**config.mk**
```make
export PLATFORM = sky130hd
export DESIGN_NAME = cw_selector
export DESIGN_NICKNAME = d
export VERILOG_FILES = /design/src/rtl/cws_pkg.sv /design/src/rtl/cws_filter.sv /design/src/rtl/cws_keys.sv /design/src/rtl/cws_decide.sv /design/src/rtl/cw_selector.sv
export SDC_FILE = /design/constraint.sdc
export NUM_CORES = 2
export LEC_CHECK = 0
export BUFFER_PORTS_ARGS = -buffer_cell sky130_fd_sc_hd__buf_2
export CAP_MARGIN = 20
export CORE_MARGIN = 8
export CORE_UTILIZATION = 57
export DETAILED_ROUTE_END_ITERATION = 6
export PLACE_DENSITY = 0.76
export SYNTH_ARGS = -nofsm -noshare
export SYNTH_HDL_FRONTEND = slang
export SYNTH_HIERARCHICAL = 1
export SYNTH_SLANG_ARGS = --single-unit
```
**constraint.sdc**
```tcl
create_clock -name clk_i -period 3.72 [get_ports clk_i]
set_input_delay 0.558 -clock clk_i [delete_from_list [all_inputs] [get_ports clk_i]]
set_output_delay 0.558 -clock clk_i [all_outputs]
set_load 0.02 [all_outputs]
```
**src/rtl/cws_pkg.sv**
```systemverilog
package cws_pkg;
  localparam int NUM_ENT  = 6;
  localparam int NUM_PAIR = 6;
  localparam int PID_W    = 13;
  localparam int KEY_W    = 64;
  localparam int ADDR_W   = 6;
  localparam int DATA_W   = 32;
  localparam int ENT_W    = $clog2(NUM_ENT);
  localparam int PAIR_W   = $clog2(NUM_PAIR);
  localparam int NUM_SLOT = 2 * NUM_PAIR + 1;
  localparam int SLOT_W   = $clog2(NUM_SLOT);
  localparam int DCW_SLOT = 2 * NUM_PAIR;

  // entry word fields
  localparam int F_EN   = PID_W;
  localparam int F_PES  = PID_W + 1;
  localparam int F_PAIR = 16;

  localparam logic [ADDR_W-1:0] A_DCWV = ADDR_W'(8);
  localparam logic [ADDR_W-1:0] A_KEY  = ADDR_W'(32);

  typedef struct packed {
    logic [PAIR_W-1:0] pair;
    logic              is_pes;
    logic              en;
    logic [PID_W-1:0]  pid;
  } ent_t;

  typedef enum logic [1:0] {
    SC_CLEAR = 2'b00,
    SC_DFLT  = 2'b01,
    SC_EVEN  = 2'b10,
    SC_ODD   = 2'b11
  } sc_e;
endpackage

```
**src/rtl/cws_filter.sv**
```systemverilog
module cws_filter
  import cws_pkg::*;
#(
  parameter int NE = NUM_ENT
) (
  input  logic                        clk_i,
  input  logic                        rst_ni,
  input  logic                        we_i,
  input  logic [ADDR_W-1:0]           addr_i,
  input  logic [DATA_W-1:0]           wdata_i,
  input  logic [PID_W-1:0]            pid_i,
  output logic [NE-1:0][PAIR_W-1:0]   pair_o,
  output logic [NE-1:0]               pes_o,
  output logic [NE-1:0]               match_o,
  output logic                        hit_o,
  output logic [ENT_W-1:0]            idx_o
);
  ent_t [NE-1:0] ents_q;

  logic unused_wdata;
  assign unused_wdata = ^{wdata_i[DATA_W-1:F_PAIR+PAIR_W], wdata_i[F_PAIR-1:F_PES+1]};

  for (genvar e = 0; e < NE; e++) begin : g_ent
    always_ff @(posedge clk_i or negedge rst_ni) begin
      if (!rst_ni) begin
        ents_q[e] <= '0;
      end else if (we_i && addr_i == ADDR_W'(e)) begin
        ents_q[e].pid    <= wdata_i[PID_W-1:0];
        ents_q[e].en     <= wdata_i[F_EN];
        ents_q[e].is_pes <= wdata_i[F_PES];
        ents_q[e].pair   <= wdata_i[F_PAIR +: PAIR_W];
      end
    end
    assign match_o[e] = ents_q[e].en && (ents_q[e].pid == pid_i);
    assign pair_o[e]  = ents_q[e].pair;
    assign pes_o[e]   = ents_q[e].is_pes;
  end

  // lowest matching entry wins
  always_comb begin
    idx_o = '0;
    for (int e = NE - 1; e >= 0; e--) begin
      if (match_o[e]) idx_o = ENT_W'(e);
    end
  end
  assign hit_o = |match_o;
endmodule

```
**src/rtl/cws_keys.sv**
```systemverilog
module cws_keys
  import cws_pkg::*;
#(
  parameter int NS = NUM_SLOT
) (
  input  logic              clk_i,
  input  logic              rst_ni,
  input  logic              we_i,
  input  logic [ADDR_W-1:0] addr_i,
  input  logic [DATA_W-1:0] wdata_i,
  input  logic              commit_i,
  input  logic              rd_stg_i,
  input  logic [SLOT_W-1:0] rd_slot_i,
  output logic [KEY_W-1:0]  key_o,
  output logic              dcwv_o
);
  localparam int HALVES = KEY_W / DATA_W;
  localparam int HW     = $clog2(HALVES);

  logic [NS-1:0][KEY_W-1:0] stg_q, act_q;
  logic                     stg_dv_q, act_dv_q;
  logic [ADDR_W-1:0]        off;
  logic                     key_we;
  logic [SLOT_W-1:0]        slot;
  logic [HW-1:0]            half;

  assign off    = addr_i - A_KEY;
  assign key_we = we_i && (addr_i >= A_KEY) && (off < ADDR_W'(NS * HALVES));
  assign slot   = SLOT_W'(off >> HW);
  assign half   = off[HW-1:0];

  always_ff @(posedge clk_i or negedge rst_ni) begin
    if (!rst_ni) begin
      stg_q    <= '0;
      act_q    <= '0;
      stg_dv_q <= 1'b0;
      act_dv_q <= 1'b0;
    end else begin
      if (key_we) stg_q[slot][int'(half)*DATA_W +: DATA_W] <= wdata_i;
      if (we_i && addr_i == A_DCWV) stg_dv_q <= wdata_i[0];
      if (commit_i) begin
        act_q    <= stg_q;
        act_dv_q <= stg_dv_q;
      end
    end
  end

  // the committing packet reads the staged copy directly
  assign key_o  = rd_stg_i ? stg_q[rd_slot_i] : act_q[rd_slot_i];
  assign dcwv_o = rd_stg_i ? stg_dv_q : act_dv_q;
endmodule

```
**src/rtl/cws_decide.sv**
```systemverilog
module cws_decide
  import cws_pkg::*;
#(
  parameter int NP = NUM_PAIR
) (
  input  logic              pes_i,
  input  logic [1:0]        sc_i,
  input  logic              hit_i,
  input  logic [PAIR_W-1:0] pair_i,
  input  logic              ent_pes_i,
  input  logic              dcwv_i,
  output logic              en_o,
  output logic [SLOT_W-1:0] slot_o,
  output logic [1:0]        sc_o
);
  logic pair_ok;
  assign pair_ok = hit_i && (pair_i < PAIR_W'(NP));

  always_comb begin
    en_o   = 1'b0;
    slot_o = SLOT_W'({pair_i, sc_i[0]});
    if (!pes_i) begin
      unique case (sc_e'(sc_i))
        SC_CLEAR: en_o = 1'b0;
        SC_DFLT: begin
          en_o   = dcwv_i;
          slot_o = SLOT_W'(DCW_SLOT);
        end
        default:  en_o = pair_ok;
      endcase
    end else begin
      // PES level never selects the default key
      en_o = sc_i[1] && pair_ok && ent_pes_i;
    end
    sc_o = en_o ? SC_CLEAR : sc_i;
  end
endmodule

```
**src/rtl/cw_selector.sv**
```systemverilog
module cw_selector
  import cws_pkg::*;
#(
  parameter int NE = NUM_ENT
) (
  input  logic              clk_i,
  input  logic              rst_ni,
  input  logic              cfg_we_i,
  input  logic [ADDR_W-1:0] cfg_addr_i,
  input  logic [DATA_W-1:0] cfg_wdata_i,
  input  logic              pkt_start_i,
  input  logic [PID_W-1:0]  pid_i,
  input  logic [1:0]        ts_sc_i,
  input  logic              pes_hdr_i,
  input  logic [1:0]        pes_sc_i,
  output logic              out_vld_o,
  output logic              out_pes_o,
  output logic              desc_en_o,
  output logic [KEY_W-1:0]  key_o,
  output logic [1:0]        sc_o,
  output logic [2*NE-1:0]   ts_sc_log_o,
  output logic [2*NE-1:0]   pes_sc_log_o
);
  logic [NE-1:0][PAIR_W-1:0] f_pair;
  logic [NE-1:0]             f_pes, f_match;
  logic                      f_hit;
  logic [ENT_W-1:0]          f_idx;

  logic [NE-1:0]             ctx_match_q;
  logic                      ctx_hit_q;
  logic [ENT_W-1:0]          ctx_idx_q;

  logic                      pes_evt;
  logic                      sel_hit;
  logic [ENT_W-1:0]          sel_idx;
  logic [1:0]                sel_sc;
  logic                      d_en;
  logic [SLOT_W-1:0]         d_slot;
  logic [1:0]                d_sc;
  logic [KEY_W-1:0]          k_key;
  logic                      k_dcwv;

  assign pes_evt = pes_hdr_i && !pkt_start_i;

  cws_filter #(.NE(NE)) u_filter (
    .clk_i   (clk_i),
    .rst_ni  (rst_ni),
    .we_i    (cfg_we_i),
    .addr_i  (cfg_addr_i),
    .wdata_i (cfg_wdata_i),
    .pid_i   (pid_i),
    .pair_o  (f_pair),
    .pes_o   (f_pes),
    .match_o (f_match),
    .hit_o   (f_hit),
    .idx_o   (f_idx)
  );

  // packet context for following PES headers
  always_ff @(posedge clk_i or negedge rst_ni) begin
    if (!rst_ni) begin
      ctx_match_q <= '0;
      ctx_hit_q   <= 1'b0;
      ctx_idx_q   <= '0;
    end else if (pkt_start_i) begin
      ctx_match_q <= f_match;
      ctx_hit_q   <= f_hit;
      ctx_idx_q   <= f_idx;
    end
  end

  assign sel_hit = pkt_start_i ? f_hit : ctx_hit_q;
  assign sel_idx = pkt_start_i ? f_idx : ctx_idx_q;
  assign sel_sc  = pkt_start_i ? ts_sc_i : pes_sc_i;

  cws_keys u_keys (
    .clk_i     (clk_i),
    .rst_ni    (rst_ni),
    .we_i      (cfg_we_i),
    .addr_i    (cfg_addr_i),
    .wdata_i   (cfg_wdata_i),
    .commit_i  (pkt_start_i),
    .rd_stg_i  (pkt_start_i),
    .rd_slot_i (d_slot),
    .key_o     (k_key),
    .dcwv_o    (k_dcwv)
  );

  cws_decide u_decide (
    .pes_i     (pes_evt),
    .sc_i      (sel_sc),
    .hit_i     (sel_hit),
    .pair_i    (f_pair[sel_idx]),
    .ent_pes_i (f_pes[sel_idx]),
    .dcwv_i    (k_dcwv),
    .en_o      (d_en),
    .slot_o    (d_slot),
    .sc_o      (d_sc)
  );

  always_ff @(posedge clk_i or negedge rst_ni) begin
    if (!rst_ni) begin
      out_vld_o <= 1'b0;
      out_pes_o <= 1'b0;
      desc_en_o <= 1'b0;
      key_o     <= '0;
      sc_o      <= '0;
    end else begin
      out_vld_o <= pkt_start_i || pes_evt;
      out_pes_o <= pes_evt;
      desc_en_o <= (pkt_start_i || pes_evt) && d_en;
      key_o     <= ((pkt_start_i || pes_evt) && d_en) ? k_key : '0;
      sc_o      <= (pkt_start_i || pes_evt) ? d_sc : 2'b00;
    end
  end

  for (genvar e = 0; e < NE; e++) begin : g_log
    always_ff @(posedge clk_i or negedge rst_ni) begin
      if (!rst_ni) begin
        ts_sc_log_o[2*e +: 2]  <= 2'b00;
        pes_sc_log_o[2*e +: 2] <= 2'b00;
      end else begin
        if (pkt_start_i && f_match[e]) ts_sc_log_o[2*e +: 2] <= ts_sc_i;
        if (pes_evt && ctx_match_q[e] && f_pes[e]) pes_sc_log_o[2*e +: 2] <= pes_sc_i;
      end
    end
  end
endmodule

```
# Word level (Yosys, flattened, before mapping)
# Index checks and enable logic that the tools add are counted.
[classes]
n_lt_le_gt_ge = 7
n_reduce_logical = 44
addsub = 2
muxes = 29
n_shift = 2
eq_ne = 13
[op_table]
columns = ["operator", "n"]
rows = [
  ["832-bit bitwise mux", 1],
  ["64-bit binary-select mux with 4-bit select", 2],
  ["64-bit two-way mux", 5],
  ["64-bit demux with 4-bit select", 1],
  ["13-bit equality test", 6],
  ["32-bit by 33-bit variable shift with 64-bit output, first input constant", 1],
  ["32-bit by 33-bit indexed part select with 64-bit output", 1],
  ["1-bit logical AND", 39],
  ["6-bit negation with 33-bit output", 1],
  ["3-bit two-way mux", 8],
  ["6-bit by 2-bit equality test with 1-bit output, second input constant", 2],
  ["6-bit by 3-bit equality test with 1-bit output, second input constant", 2],
  ["4-bit by 5-bit less-than comparator with 1-bit output, second input constant", 2],
  ["3-bit binary-select mux with 3-bit select", 1],
  ["4-bit two-way mux", 2],
  ["6-bit by 1-bit equality test with 1-bit output, second input constant", 1],
  ["6-bit by 4-bit equality test with 1-bit output, second input constant", 1],
  ["6-bit >= comparator, second input constant", 1],
  ["6-bit logical NOT", 1],
  ["6-bit by 5-bit less-than comparator with 1-bit output, second input constant", 1],
  ["2-bit two-way mux", 3],
  ["6-bit OR reduction", 1],
  ["6-bit subtractor, second input constant", 1],
  ["4-bit by 1-bit >= comparator with 1-bit output, second input constant", 1],
  ["other kinds (9)", 12],
]
[word_totals]
in_bits = 60
word_cells = 169
regBits = 1877
out_inout_bits = 93

# Logic depth before layout (Yosys ltp)
[depth]
depth_word = 18
depth_mapped = 21
ltp_nobuf = 17

# By module
# The synthesis kept the hierarchy.
[by_module_without_submodules]
columns = ["module", "seq_area_each_um2", "cells_per_inst", "instances", "area_each_um2"]
rows = [
  ["cws_keys", 41690.0, 5361, 1, 74828.0],
  ["cws_filter", 2702.6, 391, 1, 5361.4],
  ["cw_selector", 2577.5, 252, 1, 3687.3],
  ["cws_decide", 0.0, 15, 1, 101.3],
]

# Least setup slack after synthesis
# OpenSTA, ideal clock, no wires.
[synth_timing]
path_type = "input port to flip-flop"
startpoint = "in pid_i[2]"
endpoint = "reg key_o[54]"
stages = 20
arrival_ps = 4141
required_ps = 3654
setup_slack_ps = -487
setup_time_ps = 66
n_path_buf = 5
cell_sequence = "buf_2 > xnor2_1 > nand4_1 > nor4_1 > nor2b_1 > o21bai_1 > a21oi_1 > mux2_4 > buf_6 > mux4_2 > o2bb2ai_1 > a21o_2 > buf_2 > or3b_2 > buf_2 > clkbuf_1 > o22ai_1 > a211oi_1 > a21oi_1 > and2_1"
[synth_via]
elab_cells_between_ends = 40
cone_classes = "1 x order compare; 6 x eq/ne; 22 x mux; 11 x reduce/logical"
[synth_lines]
columns = ["item", "line_no", "source"]
rows = [
  ["start: declaration", "cw_selector.sv:12", "input logic [PID_W-1:0] pid_i,"],
  ["13-bit equality test *", "cws_filter.sv:34", "assign match_o[e] = ents_q[e].en && (ents_q[e].pid == pid_i);"],
  ["1-bit logical AND *", "cws_filter.sv:34", ""],
  ["net f_match[5]", "cw_selector.sv:25", "logic [NE-1:0] f_pes, f_match;"],
  ["3-bit two-way mux * (6 in series)", "cws_filter.sv:43", "if (match_o[e]) idx_o = ENT_W'(e);"],
  ["net f_idx[0]", "cw_selector.sv:27", "logic [ENT_W-1:0] f_idx;"],
  ["3-bit two-way mux *", "--", ""],
  ["net sel_idx[0]", "cw_selector.sv:35", "logic [ENT_W-1:0] sel_idx;"],
  ["3-bit binary-select mux with 3-bit select *", "cw_selector.sv:93", ".pair_i (f_pair[sel_idx]),"],
  ["3-bit two-way mux (not written as such) *", "cw_selector.sv:93", ""],
  ["4-bit two-way mux", "cws_decide.sv:23", "unique case (sc_e'(sc_i))"],
  ["4-bit two-way mux *", "cws_decide.sv:22", "if (!pes_i) begin"],
  ["net d_slot[2]", "cw_selector.sv:38", "logic [SLOT_W-1:0] d_slot;"],
  ["64-bit binary-select mux with 4-bit select", "cws_keys.sv:49", "assign key_o = rd_stg_i ? stg_q[rd_slot_i] : act_q[rd_slot_i];"],
  ["64-bit two-way mux (not written as such)", "cws_keys.sv:49", ""],
  ["64-bit two-way mux *", "cws_keys.sv:49", ""],
  ["net k_key[54]", "cw_selector.sv:40", "logic [KEY_W-1:0] k_key;"],
  ["64-bit two-way mux *", "cw_selector.sv:112", "key_o <= ((pkt_start_i || pes_evt) && d_en) ? k_key : '0;"],
  ["end signal: assignment", "cw_selector.sv:112", ""],
  ["end: declaration", "cw_selector.sv:19", "output logic [KEY_W-1:0] key_o,"],
]
# Mark *: on every way through the listed nets, which the timed path passes. The rest lies on a longest branch. The select of a mux whose other input is x is not followed.
# A chain may end at the register's enable or synchronous reset.

# Worst setup path after layout
[layout_timing]
startpoint = "reg u_filter/ents_q[97] (netlist bit)"
endpoint = "reg key_o[5]"
[layout_via]
elab_cells_between_ends = 30
cone_classes = "1 x order compare; 1 x eq/ne; 22 x mux; 6 x reduce/logical"
[layout_lines]
columns = ["item", "line_no", "source"]
rows = [
  ["start: declaration", "cws_filter.sv:18", "ent_t [NE-1:0] ents_q;"],
  ["13-bit equality test *", "cws_filter.sv:34", ""],
  ["1-bit logical AND *", "cws_filter.sv:34", ""],
  ["net f_match[5]", "cw_selector.sv:25", ""],
  ["3-bit two-way mux * (6 in series)", "cws_filter.sv:43", ""],
  ["net f_idx[0]", "cw_selector.sv:27", ""],
  ["3-bit two-way mux *", "--", ""],
  ["3-bit binary-select mux with 3-bit select *", "cw_selector.sv:93", ""],
  ["3-bit two-way mux (not written as such) *", "cw_selector.sv:93", ""],
  ["4-bit two-way mux", "cws_decide.sv:23", ""],
  ["4-bit two-way mux *", "cws_decide.sv:22", ""],
  ["net d_slot[1]", "cw_selector.sv:38", ""],
  ["64-bit binary-select mux with 4-bit select", "cws_keys.sv:49", ""],
  ["64-bit two-way mux (not written as such)", "cws_keys.sv:49", ""],
  ["64-bit two-way mux *", "cws_keys.sv:49", ""],
  ["net k_key[5]", "cw_selector.sv:40", ""],
  ["64-bit two-way mux *", "cw_selector.sv:112", ""],
]
# Marked as above.

==> results.cfg <==
[synthesis]
synthArstFlopShare_pct = 100.0
synth_top_area_share_pct = 55.93
syn-num-nets = 6079
syn_area_um2 = 83980
synth.most_common_cell = dfrtp_1
synthTopCellsByArea = dfrtp_1 (56%), mux2_2 (24%), mux2i_1 (9.2%)
synth_area_leader_cell = dfrtp_1
avgSynthCellArea_um2 = 13.95
ys.warnings.count = 6
synth.yosys.seq_area_share_pct = 55.93
synth_cell_types = 57
synth_common_cells = dfrtp_1 (1877), mux2_2 (1780), mux2i_1 (773), o22ai_1 (257), buf_2 (221)
postSynthCellCount = 6019
dominantRegCellSynth = dfrtp_1
synth_edf_count = 0
ys_ff_latch = 1877

[sta]
final_max_slew_viol_count = 0
setup_viol_count_final = 64
grt_setup_unrepaired = true
hold_ws_ps = 112.2
finClkSkew_ps = 19.31
max_slew_margin_pct = 27.87
hold_violations = 0
max_freq_ghz = 0.2345
tightest_slew_ps = 1082
worst_slack_ps = -543.7
period_share_pct = 114.6
period_needed_ps = 4264

[critical_path]
path_cells = xnor2_2, nand4_1, nor4_2, buf_4, nor2b_4, o21bai_1, a21oi_2, mux2_4, mux4_2, o2bb2ai_2, a21boi_4, nor4bb_4, buf_6, buf_12, a21oi_1, o221ai_2, nor3_2, a21oi_1, and2_1
worstPathMaxFanout = 13
critical_path_arrival_ps = 5010
path_common_cell = a21oi_1
startpoint_type = flip-flop
path_class = flip-flop to flip-flop
r2r_start = u_filter/ents_q[97]
endpoint_kind = flip-flop
path_buf_inv = 3
critPathLaunch = u_filter/ents_q[97]
crit_family = simple AND/OR/NAND/NOR gates
crit_slowest_cell = mux4_2
worstPathRequired_ps = 4460
critPathMaxStageDelay_ps = 520

[die]
initial_core_util_pct = 57.14
rows = 141
coreArea_um2 = 147000
io_pins = 153
dieArea_um2 = 159900
die_y_um = 399.8
die_w_um = 399.8

[clocking]
clk_path_buf_depth = 3
htreeDepth = 4
numCtsBuffers = 190
insertion_delay_ps = 810
clk_pin_slew_worst_paths_ps = 60
clock-sinks = 1877
cts-root-buf = clkbuf_16
cts_tree = built

[pwr]
p_per_area_nw_per_um2 = 548.8
pwr-share-seq_pct = 46.7
switching_share_pct = 26.16
power_switching_mw = 14.01
power.static_leakage_nw = 45.33
ir_drop_uv = 444.5
combPwrFrac_pct = 16.0
clkPwrFrac_pct = 37.2
intPower_mw = 39.53

[drt]
viasPerCell = 6.272
drt_wl_total_um = 222600
wl_per_cell_um = 26.78
drtIter0Drc = 3983
drc_errors = 0
ant_nets = 0
drtPass1Iterations = 5
vias = 52117

[global_routing]
grt_start_max_net_pins = 160
antenna_found_initial = 8
track_usage_pct = 27.52
grt_pass1_wl_um = 340900
overflow = 0
grt_pass1_vias = 55278

[place]
place_hpwl_um = 127400
port_buffers = 152
dpl.cell_count = 7899
gp_congestion = 0.8220
dpl_cell_area_um2 = 88640

[cells_and_area]
syn_to_final_growth_pct = 16.17
final_layout_size_suffix_gt1_share_pct = 45.08
finalNonFillerCells = 8310
design_area_um2 = 97560
finalNetCount = 6276
fill_cells = 10245

[outcome]
violations = setup timing
status = complete, but fails checks

[hold_path]
hold_path_class = primary input to flip-flop
hold_start = ts_sc_i[1]

[job]
drv_cap = 0
## worst register-to-register path, stage by stage (launching register included)
cell and delay (ps):
dfrtp_1 400, xnor2_2 140, nand4_1 200, nor4_2 320, buf_4 170, nor2b_4 140
o21bai_1 80, a21oi_2 160, mux2_4 230, mux4_2 520, o2bb2ai_2 140, a21boi_4 170
nor4bb_4 440, buf_6 260, buf_12 190, a21oi_1 100, o221ai_2 150, nor3_2 90
a21oi_1 160, and2_1 160
## power by group through the flow
stage	clock (mW)	combinational [mW]	sequential, mW
after floorplan	0	5.65	24.7
after global placement	0	7.58	25.1
after detailed placement	0	7.80	25.3
after CTS	20.2	8.27	25.0
after global routing	21.1	9.17	25.4
final	19.9	8.58	25.0
## cell families after synthesis
family	after synthesis	share of synthesized area, %
buffers and inverters	503	2.874
AO/OA/AOI/OAI	596	4.456
multiplexers	2581	33.56
AND/OR/NAND/NOR	384	2.364
flip-flops	1877	55.93
XOR/XNOR	78	0.8135
## final timing paths
kind	endpoint	slack (ps)	cells past startpoint
setup / recovery	key_o[5]	-540	19
hold / removal	ts_sc_log_o[11]	110	2
setup reg to reg	key_o[5]	-540	19
hold reg to reg	ts_sc_log_o[3]	500	1
max in group asynchronous	u_keys/act_q[532]	2070	4
min in group asynchronous	u_keys/stg_q[99]	250	2
## placed cells by master, fill, tap and decap left out, drive strengths merged, types with 70 or more instances in the layout
| master | instances |
|---|---|
| dfrtp | 1877 |
| mux2 | 1804 |
| mux2i | 773 |
| buf | 487 |
| clkbuf | 277 |
| o22ai | 257 |
| nor2 | 154 |
| a21oi | 129 |
| xnor2 | 78 |
| o21ai | 70 |
| nor3 | 70 |
## repair_timing
item                                   in CTS  in global routing
setup buffers                              23                 17
gates cloned                                9                  4
hold buffers                                3                  0
gates resized for setup                   146                131
endpoints found under the hold margin     101                  0
setup endpoints to repair                  64                 65
pin swaps                                  94                 35
## final cells by class
class	count	area (um2)	share of cell area (%)
sequential	1877	46970	48.15
inverter	10	37.54	0.03848
antenna	4	10.01	0.01026
clock buffer	273	5685	5.828
clock inverter	79	917.1	0.9401
multi-input combinational	3639	36150	37.06
timing repair buffer	498	5370	5.505
tap	1930	2415	2.475
## layer usage
metal  up-vias  share of wire, %  global-route usage [%]
met5         -             0.023                       0
met2      1425                47                   44.52
met1     27870                43                   37.99
li1      22345                 -                       -
met4         8               3.6                   9.360
met3       469               5.5                   4.622
## registers in the layout, indices dropped and copies added (netlist names), 2 cells and up
| signal | count |
|---|---|
| pes_sc_log_o | 12 |
| ts_sc_log_o | 12 |
| u_keys/act_q | 832 |
| u_filter/pes_o | 6 |
| u_filter/ents_q | 84 |
| ctx_match_q | 6 |
| sc_o | 2 |
| ctx_idx_q | 3 |
| u_keys/stg_q | 832 |
| u_filter/pair_o | 18 |
| key_o | 64 |
## stage by stage
step	setup TNS [ps]	worst slack [ps]	utilization, %	power [mW]
2_1_floorplan	-15450	-254.2	-	30.37
3_3_place_gp	-54420	-996.5	60.32	32.70
3_5_place_dp	-55120	-983.5	60.32	33.09
4_1_cts	-22830	-403.3	65.73	53.46
5_1_grt	-40960	-724.5	66.38	55.59
6_report	-29990	-543.7	66.38	53.54
(Power assumes the default switching activity.)
